<file path="src/rtl/evt_cmp_pkg.sv">
package evt_cmp_pkg;
  localparam int CFG_W = 4;

  typedef struct packed {
    logic mode32;
    logic setval;
    logic periodic;
    logic en;
  } chan_cfg_t;
endpackage

</file>
<file path="src/rtl/evt_cmp_regs.sv">
module evt_cmp_regs
  import evt_cmp_pkg::*;
#(
  parameter int CNT_W  = 64,
  parameter int HALF_W = CNT_W / 2
) (
  input  logic              clk,
  input  logic              rst,
  input  logic              cfg_wr,
  input  chan_cfg_t         cfg_wdata,
  input  logic              wr_lo,
  input  logic              wr_hi,
  input  logic [HALF_W-1:0] wdata,
  input  logic              add_per,
  output chan_cfg_t         cfg_q,
  output logic [CNT_W-1:0]  cmp_q,
  output logic [CNT_W-1:0]  per_q,
  output logic              en_rise,
  output logic              en_fall,
  output logic              cmp_wr
);
  logic              wr_hi_eff;
  logic              take_cmp;
  logic [HALF_W-1:0] per_lo_val;
  logic [HALF_W-1:0] per_hi_val;
  logic [HALF_W-1:0] sum_lo;

  assign en_rise    = cfg_wr & cfg_wdata.en & ~cfg_q.en;
  assign en_fall    = cfg_wr & ~cfg_wdata.en & cfg_q.en;
  assign wr_hi_eff  = wr_hi & ~cfg_q.mode32;
  assign cmp_wr     = wr_lo | wr_hi_eff;
  assign take_cmp   = ~cfg_q.periodic | cfg_q.setval;
  // period limited to half range: clear the top bit of the active width
  assign per_lo_val = cfg_q.mode32 ? {1'b0, wdata[HALF_W-2:0]} : wdata;
  assign per_hi_val = {1'b0, wdata[HALF_W-2:0]};
  assign sum_lo     = cmp_q[HALF_W-1:0] + per_q[HALF_W-1:0];

  always_ff @(posedge clk) begin
    if (rst) begin
      cfg_q <= '0;
      cmp_q <= '1;
      per_q <= '0;
    end else begin
      if (cfg_wr) begin
        cfg_q <= cfg_wdata;
      end else if (cmp_wr) begin
        cfg_q.setval <= 1'b0;
      end

      if (cfg_wr && cfg_wdata.mode32) begin
        cmp_q[CNT_W-1:HALF_W] <= '0;
        per_q[CNT_W-1:HALF_W] <= '0;
      end else if (wr_lo) begin
        if (take_cmp)       cmp_q[HALF_W-1:0] <= wdata;
        if (cfg_q.periodic) per_q[HALF_W-1:0] <= per_lo_val;
      end else if (wr_hi_eff) begin
        if (take_cmp) cmp_q[CNT_W-1:HALF_W] <= wdata;
        else          per_q[CNT_W-1:HALF_W] <= per_hi_val;
      end else if (add_per) begin
        if (cfg_q.mode32) cmp_q <= {{(CNT_W-HALF_W){1'b0}}, sum_lo};
        else              cmp_q <= cmp_q + per_q;
      end
    end
  end
endmodule

</file>
<file path="src/rtl/evt_cmp_compare.sv">
module evt_cmp_compare #(
  parameter int CNT_W  = 64,
  parameter int HALF_W = CNT_W / 2
) (
  input  logic             clk,
  input  logic             rst,
  input  logic [CNT_W-1:0] count,
  input  logic [CNT_W-1:0] cmp,
  input  logic             mode32,
  output logic             passed,
  output logic             wrap_ahead,
  output logic             wrap_cross
);
  logic [CNT_W-1:0]  diff_full;
  logic [HALF_W-1:0] diff_lo;
  logic [HALF_W-1:0] prev_lo;
  logic              prev_vld;

  assign diff_full  = count - cmp;
  assign diff_lo    = count[HALF_W-1:0] - cmp[HALF_W-1:0];
  // reached or passed: signed difference not negative in the active width
  assign passed     = mode32 ? ~diff_lo[HALF_W-1] : ~diff_full[CNT_W-1];
  // match lies beyond the next wrap of the low half
  assign wrap_ahead = mode32 & (cmp[HALF_W-1:0] < count[HALF_W-1:0]) & diff_lo[HALF_W-1];
  assign wrap_cross = prev_vld & (count[HALF_W-1:0] < prev_lo);

  always_ff @(posedge clk) begin
    if (rst) begin
      prev_lo  <= '0;
      prev_vld <= 1'b0;
    end else begin
      prev_lo  <= count[HALF_W-1:0];
      prev_vld <= 1'b1;
    end
  end
endmodule

</file>
<file path="src/rtl/evt_cmp_ctrl.sv">
module evt_cmp_ctrl (
  input  logic clk,
  input  logic rst,
  input  logic glb_en,
  input  logic en,
  input  logic periodic,
  input  logic per_nz,
  input  logic cmp_ones,
  input  logic passed,
  input  logic wrap_ahead,
  input  logic wrap_cross,
  input  logic en_rise,
  input  logic en_fall,
  input  logic cmp_wr,
  output logic fire,
  output logic add_per
);
  logic glb_q, armed_q, arm_req_q, wrap_pend_q, catch_q;
  logic glb_rise, glb_fall, disarm, arm_evt, live, hit_wrap, hit_match, reload;

  assign glb_rise  = glb_en & ~glb_q;
  assign glb_fall  = ~glb_en & glb_q;
  assign disarm    = en_fall | glb_fall;
  assign arm_evt   = (en_rise & glb_en) | (cmp_wr & glb_en & en) |
                     (glb_rise & en & ~cmp_ones);
  assign live      = armed_q & en & glb_en & ~disarm & ~arm_evt & ~arm_req_q;
  assign hit_wrap  = live & ~catch_q & wrap_pend_q & wrap_cross;
  assign hit_match = live & ~catch_q & ~wrap_pend_q & passed;
  assign reload    = periodic & per_nz;
  assign add_per   = (live & catch_q & passed & per_nz) | (hit_match & reload);

  always_ff @(posedge clk) begin
    if (rst) begin
      glb_q       <= 1'b0;
      armed_q     <= 1'b0;
      arm_req_q   <= 1'b0;
      wrap_pend_q <= 1'b0;
      catch_q     <= 1'b0;
      fire        <= 1'b0;
    end else begin
      glb_q <= glb_en;
      fire  <= hit_wrap | hit_match;
      if (disarm) begin
        armed_q     <= 1'b0;
        arm_req_q   <= 1'b0;
        wrap_pend_q <= 1'b0;
        catch_q     <= 1'b0;
      end else if (arm_evt) begin
        armed_q     <= 1'b0;
        arm_req_q   <= 1'b1;
        wrap_pend_q <= 1'b0;
        catch_q     <= 1'b0;
      end else if (arm_req_q) begin
        arm_req_q   <= 1'b0;
        armed_q     <= 1'b1;
        wrap_pend_q <= wrap_ahead & ~periodic;
      end else if (live) begin
        if (catch_q) begin
          if (!(passed && per_nz)) catch_q <= 1'b0;
        end else if (hit_wrap) begin
          wrap_pend_q <= 1'b0;
        end else if (hit_match) begin
          if (reload) catch_q <= 1'b1;
          else        armed_q <= 1'b0;
        end
      end
    end
  end
endmodule

</file>
<file path="src/rtl/evt_cmp_channel.sv">
module evt_cmp_channel
  import evt_cmp_pkg::*;
#(
  parameter int CNT_W = 64,
  localparam int HALF_W = CNT_W / 2
) (
  input  logic              clk,
  input  logic              rst,
  input  logic [CNT_W-1:0]  count_i,
  input  logic              glb_en_i,
  input  logic              cfg_wr_i,
  input  logic [CFG_W-1:0]  cfg_wdata_i,
  input  logic              cmp_wr_lo_i,
  input  logic              cmp_wr_hi_i,
  input  logic [HALF_W-1:0] cmp_wdata_i,
  output logic              fire_o,
  output logic [CFG_W-1:0]  cfg_o,
  output logic [CNT_W-1:0]  cmp_o,
  output logic [CNT_W-1:0]  per_o
);
  chan_cfg_t cfg_q;
  logic en_rise, en_fall, cmp_wr, add_per;
  logic passed, wrap_ahead, wrap_cross;

  evt_cmp_regs #(.CNT_W(CNT_W), .HALF_W(HALF_W)) u_regs (
    .clk(clk), .rst(rst), .cfg_wr(cfg_wr_i), .cfg_wdata(chan_cfg_t'(cfg_wdata_i)),
    .wr_lo(cmp_wr_lo_i), .wr_hi(cmp_wr_hi_i), .wdata(cmp_wdata_i),
    .add_per(add_per), .cfg_q(cfg_q), .cmp_q(cmp_o), .per_q(per_o),
    .en_rise(en_rise), .en_fall(en_fall), .cmp_wr(cmp_wr)
  );

  evt_cmp_compare #(.CNT_W(CNT_W), .HALF_W(HALF_W)) u_cmp (
    .clk(clk), .rst(rst), .count(count_i), .cmp(cmp_o), .mode32(cfg_q.mode32),
    .passed(passed), .wrap_ahead(wrap_ahead), .wrap_cross(wrap_cross)
  );

  evt_cmp_ctrl u_ctrl (
    .clk(clk), .rst(rst), .glb_en(glb_en_i), .en(cfg_q.en),
    .periodic(cfg_q.periodic), .per_nz(|per_o), .cmp_ones(&cmp_o),
    .passed(passed), .wrap_ahead(wrap_ahead), .wrap_cross(wrap_cross),
    .en_rise(en_rise), .en_fall(en_fall), .cmp_wr(cmp_wr),
    .fire(fire_o), .add_per(add_per)
  );

  assign cfg_o = cfg_q;
endmodule

</file>
<file path="config.mk">
export PLATFORM = sky130hd
export DESIGN_NAME = evt_cmp_channel
export DESIGN_NICKNAME = d
export VERILOG_FILES = /design/src/rtl/evt_cmp_pkg.sv /design/src/rtl/evt_cmp_regs.sv /design/src/rtl/evt_cmp_compare.sv /design/src/rtl/evt_cmp_ctrl.sv /design/src/rtl/evt_cmp_channel.sv
export SDC_FILE = /design/constraint.sdc
export NUM_CORES = 1
export LEC_CHECK = 0
export CAP_MARGIN = 10
export CORE_MARGIN = 2
export CORE_UTILIZATION = 30
export CTS_BUF_LIST = sky130_fd_sc_hd__clkbuf_8 sky130_fd_sc_hd__clkbuf_16
export CTS_CLUSTER_DIAMETER = 40
export DETAILED_ROUTE_END_ITERATION = 10
export PLACE_DENSITY = 0.57
export RECOVER_POWER = 100
export SLEW_MARGIN = 25
export SYNTH_ARGS = -nofsm -noshare
export SYNTH_HDL_FRONTEND = slang
export SYNTH_SLANG_ARGS = --single-unit
export TNS_END_PERCENT = 50
</file>
<file path="constraint.sdc">
create_clock -name clk -period 4.6 [get_ports clk]
set_clock_uncertainty 0.2 [all_clocks]
set_input_delay 0.92 -clock clk [delete_from_list [all_inputs] [get_ports clk]]
set_output_delay 0.92 -clock clk [all_outputs]
set_load 0.02 [all_outputs]
</file>
==> impl_metrics.csv, run 1 <==
group,metric,value,unit
yosys,synthTopCellsByArea,"dfxtp_1, ha_1, a21oi_1, nand2_1, inv_1",
yosys,synth_area_per_cell,7.57,um2
grt,grt_usage,25.2,%
yosys,syn-cell-area,12800,um2
yosys,muxShareOfSynthArea,1.18,%
setup_path,rr_endpoint,"u_regs.cmp_q[63]",
drt,postRouteAntennaNets,0,
floorplanning,start_util,30.5,%
sta,tightest_slew,1.67,ns
cells_and_area,final_cell_mix,"nand2_1, a21oi_1, dfxtp_1, ha_1, dlygate4sd3_1",
cells_and_area,fill_cells,4334,
setup_path,start_kind,"input pin",
drt,drc,0,
grt,grt_pass1_vias,13508,
cts,root_buffer,"clkbuf_16",
drt,first_pass_iters,6,
cts,worstSkewPairLatency,0.46,ns
worst_hold_path,holdPathStages,2,
sta,period_share,96.0,%
cts,cts.clk_slew.worst_paths,0.07,ns
yosys,synth.distinct_cells,74,
floorplanning,die_y,211,um
drt,via_count,13720,
cts,h-tree-depth,4,
setup_path,end_kind,"flop",
run_status,outcome,"complete, but fails checks",
setup_path,critPathMaxFanout,8,
drt,via_per_inst,5.49,
setup_path,rrSetupSlack,0.42,ns
cells_and_area,drive_gt1_share,6.48,%
floorplanning,ios,239,
power,p_total,0.00483,W
floorplanning,row_count,75,
cells_and_area,antennaDiodeCount,0,
cts,cts_setup_buffers,0,
sta,drv_slew,95,
sta,rsz0062_at_grt,"no",
grt,overflow,0,
place,gp_congestion,0.981,
sta,timing.final.hold_violations,0,
yosys,synth_cells,1694,
worst_hold_path,hold-path-endpoint,"u_regs.per_q[56]",
floorplanning,core_area,42000,um2
grt,grt_max_degree,66,
yosys,synth_compound_area_share,25.7,%
drt,drt_iter0_drc,1257,
power,peakVddDrop,0.000190,V
setup_path,reg2reg_depth,12,
worst_hold_path,min_from,"u_regs.per_q[56]",
yosys,synth_xor_area_share,3.42,%
cts,cts_hold_buf,0,
setup_path,r2r-start,"u_regs.cmp_q[1]",
yosys,synth_top_area_cell,"dfxtp_1",
drt,drt-total-wl,57000,um
power,leakagePower,7.60,nW
floorplanning,dieArea,44400,um2
worst_hold_path,hold_path.class,"flop to flop",
yosys,synth_top_cell_area_share,26.5,%
cells_and_area,final_common_cell,"nand2_1",
cts,cts_tree,"built",
cells_and_area,areaGrowthSynthToFinish,30.3,%
grt,antenna_found_initial,1,
place,portBuffers,237,
yosys,synth_flop_cell,"dfxtp_1",
cells_and_area,num-nets-final,2211,
yosys,synth_seq_area_share,26.5,%
cells_and_area,fin_cells,2499,
run,max_cap_violations,3,
sta,max_clock_freq,0.227,GHz
yosys,synthesis.nets,1958,
yosys,synth_edf_count,0,
power,p_per_area,289,nW/um2
yosys,async_reset_ff_share,0,%
yosys,synth-seq-cells,170,
cts,cts_max_path_buffers,2,
setup_path,critical_path_required,4.70,ns
cts,cts_resized,0,
setup_path,crit_arrival,4.51,ns
sta,min_period,4.41,ns
yosys,ys_warn_count,0,
place,hpwl,45700,um
place,place_inst,2467,
yosys,synth_top_family_by_area,"compound AO/OA/AOI/OAI gates",
setup_path,critPathKind,"input pin to flop",
sta,report.final.setup_viol,0,
run_status,violations,"capacitance limit, slew limit",
yosys,synth_fa_ha_area_share,15.5,%
drt,wl_per_cell,22.8,um
yosys,synthSimpleGateAreaFrac,21.5,%
cts,cts_sinks,170,
grt,grt_pass1_wl,84000,um
cts,cts_made_buffers,17,
sta,slew_headroom,-11.6,%
floorplanning,chipWidth,211,um
-- state kept, by name, indices dropped and copies added (netlist names), 4 cells and up --
| name | cells |
|---|---|
| u_cmp.prev_lo | 32 |
| u_regs.cfg_q | 4 |
| u_regs.cmp_q | 64 |
| u_regs.per_q | 63 |
-- worst max-delay path, stage by stage --
cell	delay [ns]
clkdlybuf4s50_1	0.45
ha_1	0.33
a21oi_1	0.26
o21ai_0	0.14
a22o_1	0.25
or4_1	0.56
or3_1	0.32
mux2_1	0.32
and4b_4	0.25
buf_4	0.19
nor3_4	0.36
a22oi_1	0.15
-- metrics by stage --
step | setup slack, ns | utilization (%) | hold slack [ns] | TNS (ns) | area [um2]
floorplan | 0.727 | - | 0.254 | 0 | 12800
global placement | -0.149 | 38.4 | 0.282 | -3.42 | 16200
detailed placement | -0.181 | 38.4 | 0.288 | -5.27 | 16200
CTS | 0.272 | 39.8 | 0.299 | 0 | 16700
global route | 0.0562 | 39.7 | 0.325 | 0 | 16700
finish | 0.186 | 39.7 | 0.300 | 0 | 16700
-- metal layers --
| metal | GRT usage [%] | vias up | share of wire (%) |
|---|---|---|---|
| met2 | 42.8 | 512 | 47 |
| li1 | - | 6605 | - |
| met1 | 32.1 | 6504 | 43 |
| met5 | 0 | - | 0 |
| met3 | 4.59 | 99 | 6.6 |
| met4 | 8.57 | 0 | 3.3 |
-- report_power, final --
group / internal (W) / switching [W] / leakage (nW) / total [W]
clock: 0.000811 / 0.000704 / 0.287 / 0.00151
combinational: 0.000668 / 0.000971 / 5.92 / 0.00164
sequential: 0.00155 / 0.000126 / 1.40 / 0.00168
total: 0.00303 / 0.00180 / 7.60 / 0.00483
-- logic make-up after synthesis --
group	Yosys count
AOI/OAI and AO/OA	522
xor gates and xnor gates	50
adders and majority gates	158
buffers and inverters	201
DFF	170
muxes	15
other	1
and+or+nand+nor	577
-- cells in the mapped netlist (all sizes together), types with 4 or more instances --
library cell  count
and2             10
nand4            54
nor4             28
nor2b            46
xnor2            28
a211oi           17
a21boi            7
o21ai            79
o211ai           45
a32oi             6
a22oi            13
a21o             46
nand3b            5
nor3             26
ha              157
or2               4
and3             13
dfxtp           170
a2111oi           5
nand2b           14
buf              19
o221ai            4
clkbuf           63
xor2             22
or3               7
mux2i            14
a221oi           20
a21oi           214
a41oi             4
inv             119
o21a              9
nand2           253
a31oi             9
o21bai           16
nor2             85
nand3            22
-- worst max path at each step --
stage	slack, ns	start	cells past startpoint	end
floorplan	0.73	count_i[60]	12	u_regs.cmp_q[46]
global placement	-0.15	count_i[38]	13	u_regs.cmp_q[43]
detailed placement	-0.18	count_i[38]	12	u_regs.cmp_q[58]
CTS	0.27	count_i[38]	13	u_regs.cmp_q[38]
global route	0.06	count_i[38]	14	u_regs.cmp_q[35]
finish	0.19	count_i[38]	12	u_regs.cmp_q[58]
-- final cells by class --
class                      count  area [um2]  area share (%)
clock buffer                  17         425            2.55
clock inverter                15         163           0.974
inverter                     119         447            2.67
multi-input combinational   1323        8640            51.7
sequential                   170        3400            20.4
tap                          539         674            4.04
timing repair buffer         316        2950            17.7
(Power assumes the default switching activity.)
==> inputs of run 2 (changes only) <==
- CORE_MARGIN: 2 -> 5
==> run 2 against run 1 <==
Net effect:
- the flow still finishes with violations (capacitance limit, slew limit)
- largest power group unchanged
- fmax grew 0.15%
- first-iteration DRC count is 8.4% lower
- via count grew 0.66%
- sequential cell count is the same
- wire length shrank 0.79%
- count of clock-buffer cells in the layout did not move
- non-clock buffer count up 9
- critical endpoint is now u_regs.cmp_q[9]
- critical path depth rose by 1
- clock power rose by 4%
==> impl_metrics.csv, run 2 (synthesis results as in run 1) <==
group,metric,value,unit
drt,wl_per_cell,22.5,um
worst_hold_path,holdPathStages,2,
sta,rsz0062_at_grt,"no",
setup_path,reg2reg_depth,11,
cells_and_area,antennaDiodeCount,0,
place,dpl-instance-area,16200,um2
worst_hold_path,hold_path.class,"flop to flop",
setup_path,path_cells,"clkdlybuf4s50_1 > ha_1 > a21oi_1 > buf_4 > o21ai_0 > a22o_1 > or4_1 > or3_1 > mux2_2 > and4b_4 > o21ai_4 > buf_12 > o211ai_1",
cells_and_area,final_common_cell,"nand2_1",
power,p_per_area,291,nW/um2
grt,grt_max_degree,82,
cts,cts_made_buffers,17,
setup_path,cp_slowest_stage_delay,0.62,ns
drt,via_count,13810,
cells_and_area,fin_cells,2508,
cells_and_area,final_cell_mix,"nand2_1, a21oi_1, dfxtp_1, ha_1, dlygate4sd3_1",
sta,slew_headroom,-19.0,%
drt,postRouteAntennaNets,0,
setup_path,start_kind,"input pin",
cells_and_area,regArea,3400,um2
setup_path,critPathMaxFanout,39,
place,portBuffers,237,
cts,root_buffer,"clkbuf_16",
sta,report.final.setup_viol,0,
drt,drc,0,
drt,first_pass_iters,6,
cts,cts.clk_slew.worst_paths,0.07,ns
sta,tightest_slew,1.78,ns
cells_and_area,stdcell_area,16800,um2
cells_and_area,fill_cells,4375,
setup_path,end_kind,"flop",
place,gp_congestion,0.966,
power,peakVddDrop,0.000241,V
setup_path,crit_slowest_cell,"or4_1",
floorplanning,dieArea,47000,um2
floorplanning,row_count,75,
setup_path,crit_family,"simple AND/OR/NAND/NOR gates",
drt,via_per_inst,5.51,
setup_path,rrSetupSlack,0.51,ns
setup_path,critical_path_required,4.64,ns
cells_and_area,drive_gt1_share,6.75,%
cts,cts_hold_buf,0,
floorplanning,die_y,217,um
grt,grt_pass1_wl,84800,um
sta,min_period,4.41,ns
cells_and_area,largest-register,"u_regs.cmp_q",
setup_path,r2r-start,"u_regs.cmp_q[49]",
setup_path,critical_path_buf_inv_count,3,
run_status,outcome,"complete, but fails checks",
floorplanning,ios,239,
cells_and_area,areaGrowthSynthToFinish,31.2,%
run_status,violations,"capacitance limit, slew limit",
cts,worstSkewPairLatency,0.46,ns
place,place_inst,2476,
drt,drt_iter0_drc,1151,
cts,cts_max_path_buffers,2,
grt,overflow,0,
worst_hold_path,min_from,"u_regs.per_q[22]",
sta,period_share,95.8,%
floorplanning,start_util,30.4,%
cts,h-tree-depth,4,
floorplanning,core_area,42100,um2
setup_path,critPathKind,"input pin to flop",
cts,cts_sinks,170,
sta,timing.final.hold_violations,0,
setup_path,rr_endpoint,"u_regs.cmp_q[59]",
grt,antenna_found_initial,1,
place,hpwl,45300,um
worst_hold_path,hold-path-endpoint,"u_regs.per_q[22]",
floorplanning,chipWidth,217,um
run,max_cap_violations,2,
sta,drv_slew,76,
cells_and_area,largest_register_ffs,64,
power,leakagePower,7.66,nW
cts,cts_tree,"built",
cells_and_area,num-nets-final,2220,
sta,max_clock_freq,0.227,GHz
cells_and_area,reg_top3,"u_regs.cmp_q x64, u_regs.per_q x63, u_cmp.prev_lo x32",
grt,grt_pass1_vias,13698,
cts,cts_setup_buffers,0,
grt,grt_usage,23.3,%
cells_and_area,multi_input_area,8640,um2
setup_path,crit_arrival,4.44,ns
drt,drt-total-wl,56500,um
-- run 2: cell count changes in the layout (fill, tap and decap cells not counted), moves of 2 or more --
cell             change
buf_12               +3
buf_4                +5
clkbuf_1             +2
clkdlybuf4s50_1      +8
clkinvlp_4           -2
dlygate4sd3_1        -8
-- run 2: report_power, final --
| group | switching [W] | internal [W] |
|---|---|---|
| logic | 0.000963 | 0.000680 |
| registers | 0.000125 | 0.00155 |
| clock network | 0.000702 | 0.000868 |
| total | 0.00179 | 0.00310 |
-- run 2: worst reg2reg max path: stages (launching register included) --
cell,delay (ns)
dfxtp_1,0.47
nand4_1,0.34
nor4_1,0.36
clkbuf_1,0.24
nand4_1,0.22
a22oi_1,0.33
and4b_1,0.33
o311ai_0,0.18
and4b_4,0.49
nor2_4,0.09
nor2_1,0.50
a22oi_1,0.20
-- run 2: worst max path at each step --
stage                 from          endpoint  depth (start not counted)  slack, ns
2_1_floorplan  count_i[60]  u_regs.cmp_q[46]                         12       0.73
3_3_place_gp   count_i[29]  u_regs.cmp_q[56]                         12      -0.06
3_5_place_dp   count_i[32]  u_regs.cmp_q[21]                         14      -0.20
4_1_cts        count_i[32]  u_regs.cmp_q[21]                         14       0.25
5_1_grt        count_i[32]  u_regs.cmp_q[57]                         14       0.06
6_report       count_i[32]   u_regs.cmp_q[9]                         13       0.19
-- run 2: metal layers --
layer | vias up | GRT usage, % | part of all wire, %
met1 | 6559 | 30.3 | 44
met2 | 525 | 39.6 | 47
met5 | - | 0 | 0
met3 | 82 | 4.45 | 6.3
met4 | 0 | 6.78 | 2.8
li1 | 6644 | - | -
-- run 2: what timing repair did --
action                                  CTS  global route
resized for setup                         0             1
endpoints found under the hold margin     0             0
endpoints found under the setup margin    0             4
-- run 2: cell type report --
cell class	count	share of cell area [%]
clock buffer	17	2.53
clock inverter	15	1.12
inverter	119	2.65
multi-input combinational	1323	51.3
sequential	170	20.2
tap	539	4.01
timing repair buffer	325	18.1
-- run 2: through the flow --
stage	hold WS (ns)	util, %	TNS [ns]	worst slack [ns]	total power, W
after floorplan	0.254	-	0	0.727	0.00264
after global placement	0.280	38.5	-0.480	-0.0622	0.00335
after detailed placement	0.289	38.5	-7.97	-0.203	0.00336
after CTS	0.299	40.0	0	0.249	0.00494
after global routing	0.320	39.9	0	0.0590	0.00514
final	0.293	39.9	0	0.193	0.00489
==> inputs of run 3 (changes only) <==
- GPL_TIMING_DRIVEN: not set -> 0
==> run 3 against run 2 <==
Net effect:
- the run now ends clean
- register-to-register slack worse by 0.44 ns
- global-route usage is 0.85 points higher
- combinational power is 4% lower
- via count is 0.90% higher
- critical path depth is 2 lower
- critical endpoint is now u_regs.cmp_q[56]
==> impl_metrics.csv, run 3 (synthesis results as in run 1) <==
group,metric,value,unit
run_status,outcome,"finished, final reports clean",
drt,postRouteAntennaNets,0,
sta,report.final.setup_viol,0,
cts,root_buffer,"clkbuf_16",
floorplanning,row_count,75,
sta,min_period,4.53,ns
setup_path,critPathMaxFanout,10,
sta,tightest_slew,1.10,ns
cts,h-tree-depth,4,
drt,via_per_inst,5.57,
cts,worstSkewPairLatency,0.46,ns
drt,drt-total-wl,58500,um
cells_and_area,drive_gt1_share,3.62,%
drt,drc,0,
sta,drv_slew,0,
cts,cts_tree,"built",
grt,grt_max_degree,17,
drt,wl_per_cell,23.4,um
setup_path,end_kind,"flop",
cells_and_area,final_common_cell,"nand2_1",
grt,grt_usage,24.2,%
floorplanning,ios,239,
setup_path,critical_path_required,4.71,ns
setup_path,critPathKind,"flop to flop",
place,gp_congestion,0.949,
power,leakagePower,7.39,nW
grt,overflow,0,
floorplanning,chipWidth,217,um
place,dpl-instance-area,15800,um2
setup_path,crit_arrival,4.64,ns
sta,timing.final.hold_violations,0,
floorplanning,core_area,42100,um2
worst_hold_path,hold_path.class,"flop to flop",
cells_and_area,antennaDiodeCount,0,
cells_and_area,num-nets-final,2214,
drt,drt_iter0_drc,1167,
grt,grt_pass1_wl,86900,um
cells_and_area,reg_top3,"u_regs.cmp_q x64, u_regs.per_q x63, u_cmp.prev_lo x32",
floorplanning,dieArea,47000,um2
cts,cts_made_buffers,17,
sta,rsz0062_at_grt,"no",
sta,period_share,98.4,%
cts,cts_sinks,170,
sta,slew_headroom,26.2,%
cells_and_area,largest-register,"u_regs.cmp_q",
grt,antenna_found_initial,2,
cells_and_area,final_cell_mix,"nand2_1, a21oi_1, dfxtp_1, ha_1, dlygate4sd3_1",
sta,hold_slack,0.301,ns
drt,first_pass_iters,6,
floorplanning,start_util,30.4,%
grt,grt_pass1_vias,13819,
run,max_cap_violations,0,
cts,cts_max_path_buffers,2,
cts,cts_hold_buf,0,
floorplanning,die_y,217,um
sta,max_clock_freq,0.221,GHz
power,peakVddDrop,0.000235,V
setup_path,start_kind,"flop",
cells_and_area,areaGrowthSynthToFinish,28.7,%
cts,cts.clk_slew.worst_paths,0.08,ns
power,p_per_area,289,nW/um2
drt,via_count,13934,
cells_and_area,stdcell_area,16500,um2
place,portBuffers,235,
place,hpwl,48100,um
cells_and_area,largest_register_ffs,64,
run 3: changes by cell type in the layout (fill, tap and decap cells not counted), sizes merged:
cell | before | now
clkdlybuf4s50 | 101 | 102
inv | 126 | 124
clkinv | 5 | 4
dlygate4sd3 | 134 | 133
buf | 83 | 10
clkinvlp | 0 | 3
clkbuf | 24 | 93
bufinv | 3 | 1
run 3: final cells by class:
cell class	instances	area, um2
clock inverters	13	133
flip-flops and latches	170	3400
inverters	119	447
multi-input cells	1323	8670
well taps	539	674
fillers	4410	25600
repair buffers	237	2380
plain buffers	82	338
clock buffers	19	453
run 3: worst paths after layout:
path | start | end | slack (ns) | cells after the start
max | u_regs.cmp_q[50] | u_regs.cmp_q[56] | 0.07 | 11
min | u_ctrl.wrap_pend_q | u_ctrl.wrap_pend_q | 0.30 | 2
max reg2reg | u_regs.cmp_q[50] | u_regs.cmp_q[56] | 0.07 | 11
min reg2reg | u_ctrl.wrap_pend_q | u_ctrl.wrap_pend_q | 0.30 | 2
run 3: metal layers:
layer / wire length, um / global-route usage (%) / vias up
met5: 0 / 0 / -
met4: 2220 / 9.20 / 0
met3: 3510 / 4.21 / 100
met2: 27800 / 41.2 / 537
met1: 25000 / 30.6 / 6665
li1: - / - / 6632
run 3: repair_timing:
item                                    in CTS  in global routing
cloned                                       0                  0
setup buffers                                0                  2
endpoints found under the hold margin        0                  0
endpoints found under the setup margin      51                 50
pin swaps                                    1                  1
resized for setup                            6                  6
run 3: report_power, final:
group | switching, W | internal [W] | leakage, nW
clock network | 0.000696 | 0.000788 | 0.280
logic | 0.000957 | 0.000626 | 5.71
registers | 0.000142 | 0.00155 | 1.40
run 3: worst max-delay path, stage by stage, from the launching register on:
cell and delay (ns):
dfxtp_1 0.46, nand4_1 0.37, nor4_1 0.88, nand4_1 0.27
a22oi_1 0.32, and4b_1 0.31, o311ai_0 0.16, and4b_4 0.43
nor2_4 0.06, clkbuf_2 0.31, a2111oi_2 0.46, o21ai_1 0.12
run 3: stage by stage:
| stage | instances | TNS, ns | util (%) | total power (W) | setup WS (ns) |
|---|---|---|---|---|---|
| 6_report | 2502 | 0 | 39.2 | 0.00476 | 0.0727 |
| 5_1_grt | 2502 | 0 | 39.2 | 0.00499 | 0.0316 |
| 4_1_cts | 2500 | 0 | 39.1 | 0.00478 | 0.0249 |
| 3_5_place_dp | 2468 | -32.92 | 37.6 | 0.00330 | -0.976 |
| 3_3_place_gp | 2468 | -34.95 | 37.6 | 0.00329 | -1.06 |
| 2_1_floorplan | 1694 | 0 | - | 0.00264 | 0.727 |
